## src/rtl/brres_pkg.sv

```systemverilog
package brres_pkg;

    typedef struct packed {
        logic ov;
        logic gt;
        logic lt;
        logic eq;
    } cc_flags_t;

    typedef enum logic [2:0] {
        C_ALWAYS = 3'b000,
        C_EQ     = 3'b001,
        C_NE     = 3'b010,
        C_LT     = 3'b011,
        C_LE     = 3'b100,
        C_GT     = 3'b101,
        C_GE     = 3'b110,
        C_OV     = 3'b111
    } cond_e;

    typedef enum logic [1:0] {
        K_SCALAR = 2'b00,
        K_ALL    = 2'b01,
        K_NONE   = 2'b10,
        K_NEVER  = 2'b11
    } br_kind_e;

    function automatic logic cond_hit(cc_flags_t f, cond_e c);
        logic r;
        case (c)
            C_ALWAYS: r = 1'b1;
            C_EQ:     r = f.eq;
            C_NE:     r = !f.eq;
            C_LT:     r = f.lt;
            C_LE:     r = f.lt | f.eq;
            C_GT:     r = f.gt;
            C_GE:     r = f.gt | f.eq;
            default:  r = f.ov;
        endcase
        return r;
    endfunction

endpackage

```

## src/rtl/cc_store.sv

```systemverilog
module cc_store
    import brres_pkg::*;
#(
    parameter int DATA_W = 32
) (
    input  logic              clk,
    input  logic              rst,
    input  logic              upd_valid,
    input  logic              upd_set,
    input  logic [DATA_W-1:0] upd_result,
    input  logic              upd_ovf,
    output cc_flags_t         flags_eff
);

    cc_flags_t flags_q;
    cc_flags_t flags_new;
    logic      upd_en;

    always_comb begin
        flags_new.eq = (upd_result == '0);
        flags_new.lt = upd_result[DATA_W-1];
        flags_new.gt = (upd_result != '0) && !upd_result[DATA_W-1];
        flags_new.ov = upd_ovf;
    end

    assign upd_en    = upd_valid && upd_set;
    assign flags_eff = upd_en ? flags_new : flags_q;

    always_ff @(posedge clk) begin
        if (rst)
            flags_q <= '0;
        else if (upd_en)
            flags_q <= flags_new;
    end

    assert_hold_R2: assert property (@(posedge clk) disable iff (rst)
        !upd_en |=> $stable(flags_q));

    assert_sign_excl_R1: assert property (@(posedge clk) disable iff (rst)
        $onehot0({flags_q.eq, flags_q.lt, flags_q.gt}));

    assert_fwd_match_R4: assert property (@(posedge clk) disable iff (rst)
        upd_en |=> flags_q == $past(flags_eff));

endmodule

```

## src/rtl/lane_reduce.sv

```systemverilog
module lane_reduce
    import brres_pkg::*;
#(
    parameter int LANES = 32
) (
    input  logic [4*LANES-1:0] lane_cc,
    input  logic [1:0]         lane_width,
    input  cond_e              cond,
    output logic               all_hit,
    output logic               none_hit
);

    localparam int CNT_W = $clog2(LANES + 1);

    logic [CNT_W-1:0] active_n;
    logic [LANES-1:0] pass;
    logic [LANES-1:0] active;

    always_comb begin
        case (lane_width)
            2'b00:   active_n = CNT_W'(LANES);
            2'b01:   active_n = CNT_W'(LANES / 2);
            default: active_n = CNT_W'(LANES / 4);
        endcase
    end

    for (genvar i = 0; i < LANES; i++) begin : g_lane
        assign pass[i]   = cond_hit(cc_flags_t'(lane_cc[4*i +: 4]), cond);
        assign active[i] = active_n > CNT_W'(i);
    end

    assign all_hit  = &(pass | ~active);
    assign none_hit = ~|(pass & active);

endmodule

```

## src/rtl/target_gen.sv

```systemverilog
module target_gen #(
    parameter int ADDR_W = 32,
    parameter int OFF_W  = 16
) (
    input  logic [ADDR_W-1:0] pc,
    input  logic [ADDR_W-1:0] base_reg,
    input  logic              use_base,
    input  logic [OFF_W-1:0]  offset,
    output logic [ADDR_W-1:0] target,
    output logic [ADDR_W-1:0] ret_addr
);

    localparam int SHIFT     = 2;
    localparam int RET_DELTA = 8;

    logic [ADDR_W-1:0] off_bytes;
    logic [ADDR_W-1:0] base_sel;

    assign off_bytes = {{(ADDR_W-OFF_W-SHIFT){offset[OFF_W-1]}}, offset, {SHIFT{1'b0}}};
    assign base_sel  = use_base ? base_reg : pc;
    assign target    = base_sel + off_bytes;
    assign ret_addr  = pc + ADDR_W'(RET_DELTA);

endmodule

```

## src/rtl/branch_resolve_unit.sv

```systemverilog
module branch_resolve_unit
    import brres_pkg::*;
#(
    parameter int ADDR_W   = 32,
    parameter int DATA_W   = 32,
    parameter int OFF_W    = 16,
    parameter int LANES    = 32,
    parameter int LINK_IDX = 31,
    localparam int CC_W    = 4 * LANES,
    localparam int REG_W   = 5
) (
    input  logic              clk,
    input  logic              rst,
    input  logic              ex_valid,
    input  logic              ex_set_cc,
    input  logic [DATA_W-1:0] ex_result,
    input  logic              ex_ovf,
    input  logic              br_valid,
    input  logic [1:0]        br_kind,
    input  logic [2:0]        br_cond,
    input  logic              br_link,
    input  logic              br_use_base,
    input  logic [OFF_W-1:0]  br_offset,
    input  logic [ADDR_W-1:0] br_pc,
    input  logic [ADDR_W-1:0] br_base,
    input  logic [1:0]        lane_width,
    input  logic [CC_W-1:0]   lane_cc,
    output logic              redirect,
    output logic [ADDR_W-1:0] target,
    output logic              link_we,
    output logic [REG_W-1:0]  link_reg,
    output logic [ADDR_W-1:0] link_data
);

    cc_flags_t flags_eff;
    logic      all_hit;
    logic      none_hit;
    logic      taken;

    cc_store #(.DATA_W(DATA_W)) i_cc_store (
        .clk        (clk),
        .rst        (rst),
        .upd_valid  (ex_valid),
        .upd_set    (ex_set_cc),
        .upd_result (ex_result),
        .upd_ovf    (ex_ovf),
        .flags_eff  (flags_eff)
    );

    lane_reduce #(.LANES(LANES)) i_lane_reduce (
        .lane_cc    (lane_cc),
        .lane_width (lane_width),
        .cond       (cond_e'(br_cond)),
        .all_hit    (all_hit),
        .none_hit   (none_hit)
    );

    target_gen #(.ADDR_W(ADDR_W), .OFF_W(OFF_W)) i_target_gen (
        .pc       (br_pc),
        .base_reg (br_base),
        .use_base (br_use_base),
        .offset   (br_offset),
        .target   (target),
        .ret_addr (link_data)
    );

    always_comb begin
        case (br_kind_e'(br_kind))
            K_SCALAR: taken = cond_hit(flags_eff, cond_e'(br_cond));
            K_ALL:    taken = all_hit;
            K_NONE:   taken = none_hit;
            default:  taken = 1'b0;
        endcase
    end

    assign redirect = br_valid && taken;
    assign link_we  = redirect && br_link;
    assign link_reg = REG_W'(LINK_IDX);

    assert_link_needs_taken_R6: assert property (@(posedge clk) disable iff (rst)
        link_we |-> redirect && br_link);

    assert_idle_no_redirect_R10: assert property (@(posedge clk) disable iff (rst)
        !br_valid |-> !redirect);

    assert_all_none_excl_R8: assert property (@(posedge clk) disable iff (rst)
        !(all_hit && none_hit));

endmodule

```

## config.mk

```make
export PLATFORM = sky130hd
export DESIGN_NAME = branch_resolve_unit
export DESIGN_NICKNAME = d
export VERILOG_FILES = /design/src/rtl/brres_pkg.sv /design/src/rtl/cc_store.sv /design/src/rtl/lane_reduce.sv /design/src/rtl/target_gen.sv /design/src/rtl/branch_resolve_unit.sv
export SDC_FILE = /design/constraint.sdc
export NUM_CORES = 1
export LEC_CHECK = 0
export BUFFER_PORTS_ARGS = -buffer_cell sky130_fd_sc_hd__buf_2
export CAP_MARGIN = 20
export CORE_AREA = 2 2 125 127
export DETAILED_ROUTE_END_ITERATION = 8
export DIE_AREA = 0 0 127 129
export PLACE_DENSITY = 0.68
export SYNTH_ARGS = -nofsm -noshare
export SYNTH_HDL_FRONTEND = slang
export SYNTH_SLANG_ARGS = --single-unit
```

## constraint.sdc

```tcl
create_clock -name clk -period 6.4 [get_ports clk]
set_input_delay 0.64 -clock clk [delete_from_list [all_inputs] [get_ports clk]]
set_output_delay 0.64 -clock clk [all_outputs]
set_load 0.005 [all_outputs]
```

==> metrics.txt <==
Max Cap Violations=0; layout cells sized above 1=44.90%; Min Clock Period, post-route=4.696 ns; Post-Syn Instances=646; die width=127 um; Peak VDD IR=72.58 uV; Largest register FFs=4; P_int=0.0003791 W; Critical Path Sink Type=primary output; Pwr Density=101.8 nW/um^2; CTS tree=yes; Top reg by flops=i_cc_store.flags_q; Post-CTS Hold Buffers=0; final RePlAce weighted congestion=0.8955; setup TNS=0 ns; post-CTS sizing=0; WL final=18600 um; Yosys top cell by area=mux4_2; num rows=45; Post-DP HPWL=16180 um; Flop pwr share=3.8%; vias per inst=5.418; post-synth top area share=13.13%; area of the die=16380 um^2; max_slew headroom=33.86%; vias in the first global route=5728; Pleak=3.281 nW; Final Skew=0 ns; Main synth FF type=dfxtp_1; clock tree root buffer cell=clkbuf_16; Final period util=73.37%; drt pass-1 iters=4; Logic pwr share=81.8%; Post-synth EDFFs=0; routed wire length per instance=16.46 um; post-CTS setup buffers=0; CP Max Fanout=33; worst-skew pair later-pin latency=0.22 ns; RSZ-0062 raised after global routing=no; Final Hold Violating Endpoints=0; cell area after synthesis=4975 um^2; clock sinks=4; final core utilization=44.69%; top cells by area, synth=mux4_2 13%, mux2i_1 8.2%, ha_1 7.5%; Design Area, Final=6693 um^2; Layout area overhead=34.53%; Data required, critical path=5.76 ns; number of remaining DRC errors=0; Clk network pwr share=14.4%; Least-Margin Pin Slew=0.9921 ns; cell mode on critical path=buf_2; Setup CP Type=in -> out; IO buf count=320; initial core utilization=33.22%; antenna fix cells=0; CTS clk-pin slew, worst paths=0.03 ns; Seq cells post-synth=4; initial DRC count=248; Worst path max stage delay=0.55 ns; CTS Buf Count=3; global-route wire length before repair=28350 um; worst-path cell chain=buf_2 > mux2_2 > ha_1 > inv_1 > fa_1 > nor2b_1 > o21ai_1 > a21boi_1 > o2111ai_1 > nand3_1 > or2_1 > a2111oi_1 > nor2_1 > o211ai_1 > buf_2; Layout Cells excl Fill=1130; asr flop ratio synth=0%; crit path DAT=4.06 ns; Nets=1230; DP Cell Count=1127; switching pwr=0.0003021 W; Core ar.=14980 um^2; DR vias=6122; gr ovfl total=0; biggest regs=i_cc_store.flags_q x4; fmax=213.0 MHz; Yosys cell types=65; switching share of power=44.35%; sequential share of the synthesized area=1.610%; initial antenna violation count=1; synth warn=0; Hold Slack=0.5144 ns; count leader, synth=nor2_1; largest net degree at the start of global routing=67; Die Y=129 um; I/O pin cnt=326; synth cell count leaders=59 x nor2_1, 45 x inv_1, 41 x mux2i_1; Slowest-stage cell, CP=buf_2; CTS H-Tree Depth=1; Detail Route Antenna Nets=0; Setup-failing EPs final=0; status=finished, final reports clean; Worst Hold Class=reg -> reg; Pins Over Slew Limit=0; area post-placement=6618 um^2; Post-Syn Area per Cell=7.701 um^2; Clock Path Buffers=2; Total GRT Usage=21.09%; startpoint type of the worst setup path=input port
layer usage:
layer  vias up  track usage, %  share of wire [%]
li1       3040               -                  -
met5         -               0                  0
met2       260           42.28                 53
met3        18           2.453                6.6
met4         0           2.521                1.0
met1      2804           24.55                 40
power by group through the flow:
stage / Sequential [W] / Clock [W] / Combinational, W
final: 0.0000262 / 0.0000980 / 0.000557
after global routing: 0.0000262 / 0.000101 / 0.000612
after CTS: 0.0000262 / 0.0000979 / 0.000561
after detailed placement: 0.0000265 / 0 / 0.000559
after global placement: 0.0000265 / 0 / 0.000552
after floorplan: 0.0000265 / 0 / 0.000333
critical path, delay by kind of cell:
family | cells | cell delay (ns)
buf+inv | 3 | 0.78
simple gates | 4 | 0.73
mux | 1 | 0.41
fa+ha+maj | 2 | 0.40
compound gates | 5 | 1.09
path summary, 6_finish.rpt:
path	from	endpoint	slack [ns]	depth (start not counted)
worst max-delay path	br_use_base	target[30]	1.70	15
worst min-delay path	i_cc_store.flags_q[3]	i_cc_store.flags_q[3]	0.51	2
worst max register to register	i_cc_store.flags_q[0]	i_cc_store.flags_q[0]	5.64	3
worst min register to register	i_cc_store.flags_q[3]	i_cc_store.flags_q[3]	0.51	2
area by class of cell:
cell class	instances	area, um^2
Sequential cell	4	80.08
Timing Repair Buffer	323	1649
Fill cell	1527	8284
Clock buffer	3	75.07
Multi-Input combinational cell	565	4477
Tap cell	188	235.2
Inverter	47	176.4
cell usage in the layout, fill, tap and decap left out, types with 31 or more instances in the layout:
cell type and count:
buf_2 318, nor2_1 59, inv_1 45, mux2i_1 41, xnor2_1 39, nand3_1 31
or2_2 31, mux2_2 31, a22oi_1 31
kinds of logic (layout without fill, tap and decap cells):
group | after synthesis | count (layout) | share of synthesized area (%)
AO/OA/AOI/OAI | 139 | 139 | 19.17
XOR/XNOR | 51 | 51 | 8.979
adder cells (fa/ha/maj) | 31 | 31 | 7.948
buffers and inverters | 81 | 373 | 8.702
flip-flops | 4 | 4 | 1.610
multiplexers | 101 | 101 | 28.40
other | 1 | 5 | 0.07538
AND/OR/NAND/NOR | 238 | 238 | 25.13
stage by stage:
stage	total power [W]	setup slack, ns
after floorplan	0.0003591	2.167
after global placement	0.0005790	1.727
after detailed placement	0.0005850	1.723
after CTS	0.0006849	1.700
after global routing	0.0007395	1.377
final	0.0006812	1.704
Note: power is estimated with default switching activity, not from simulation.
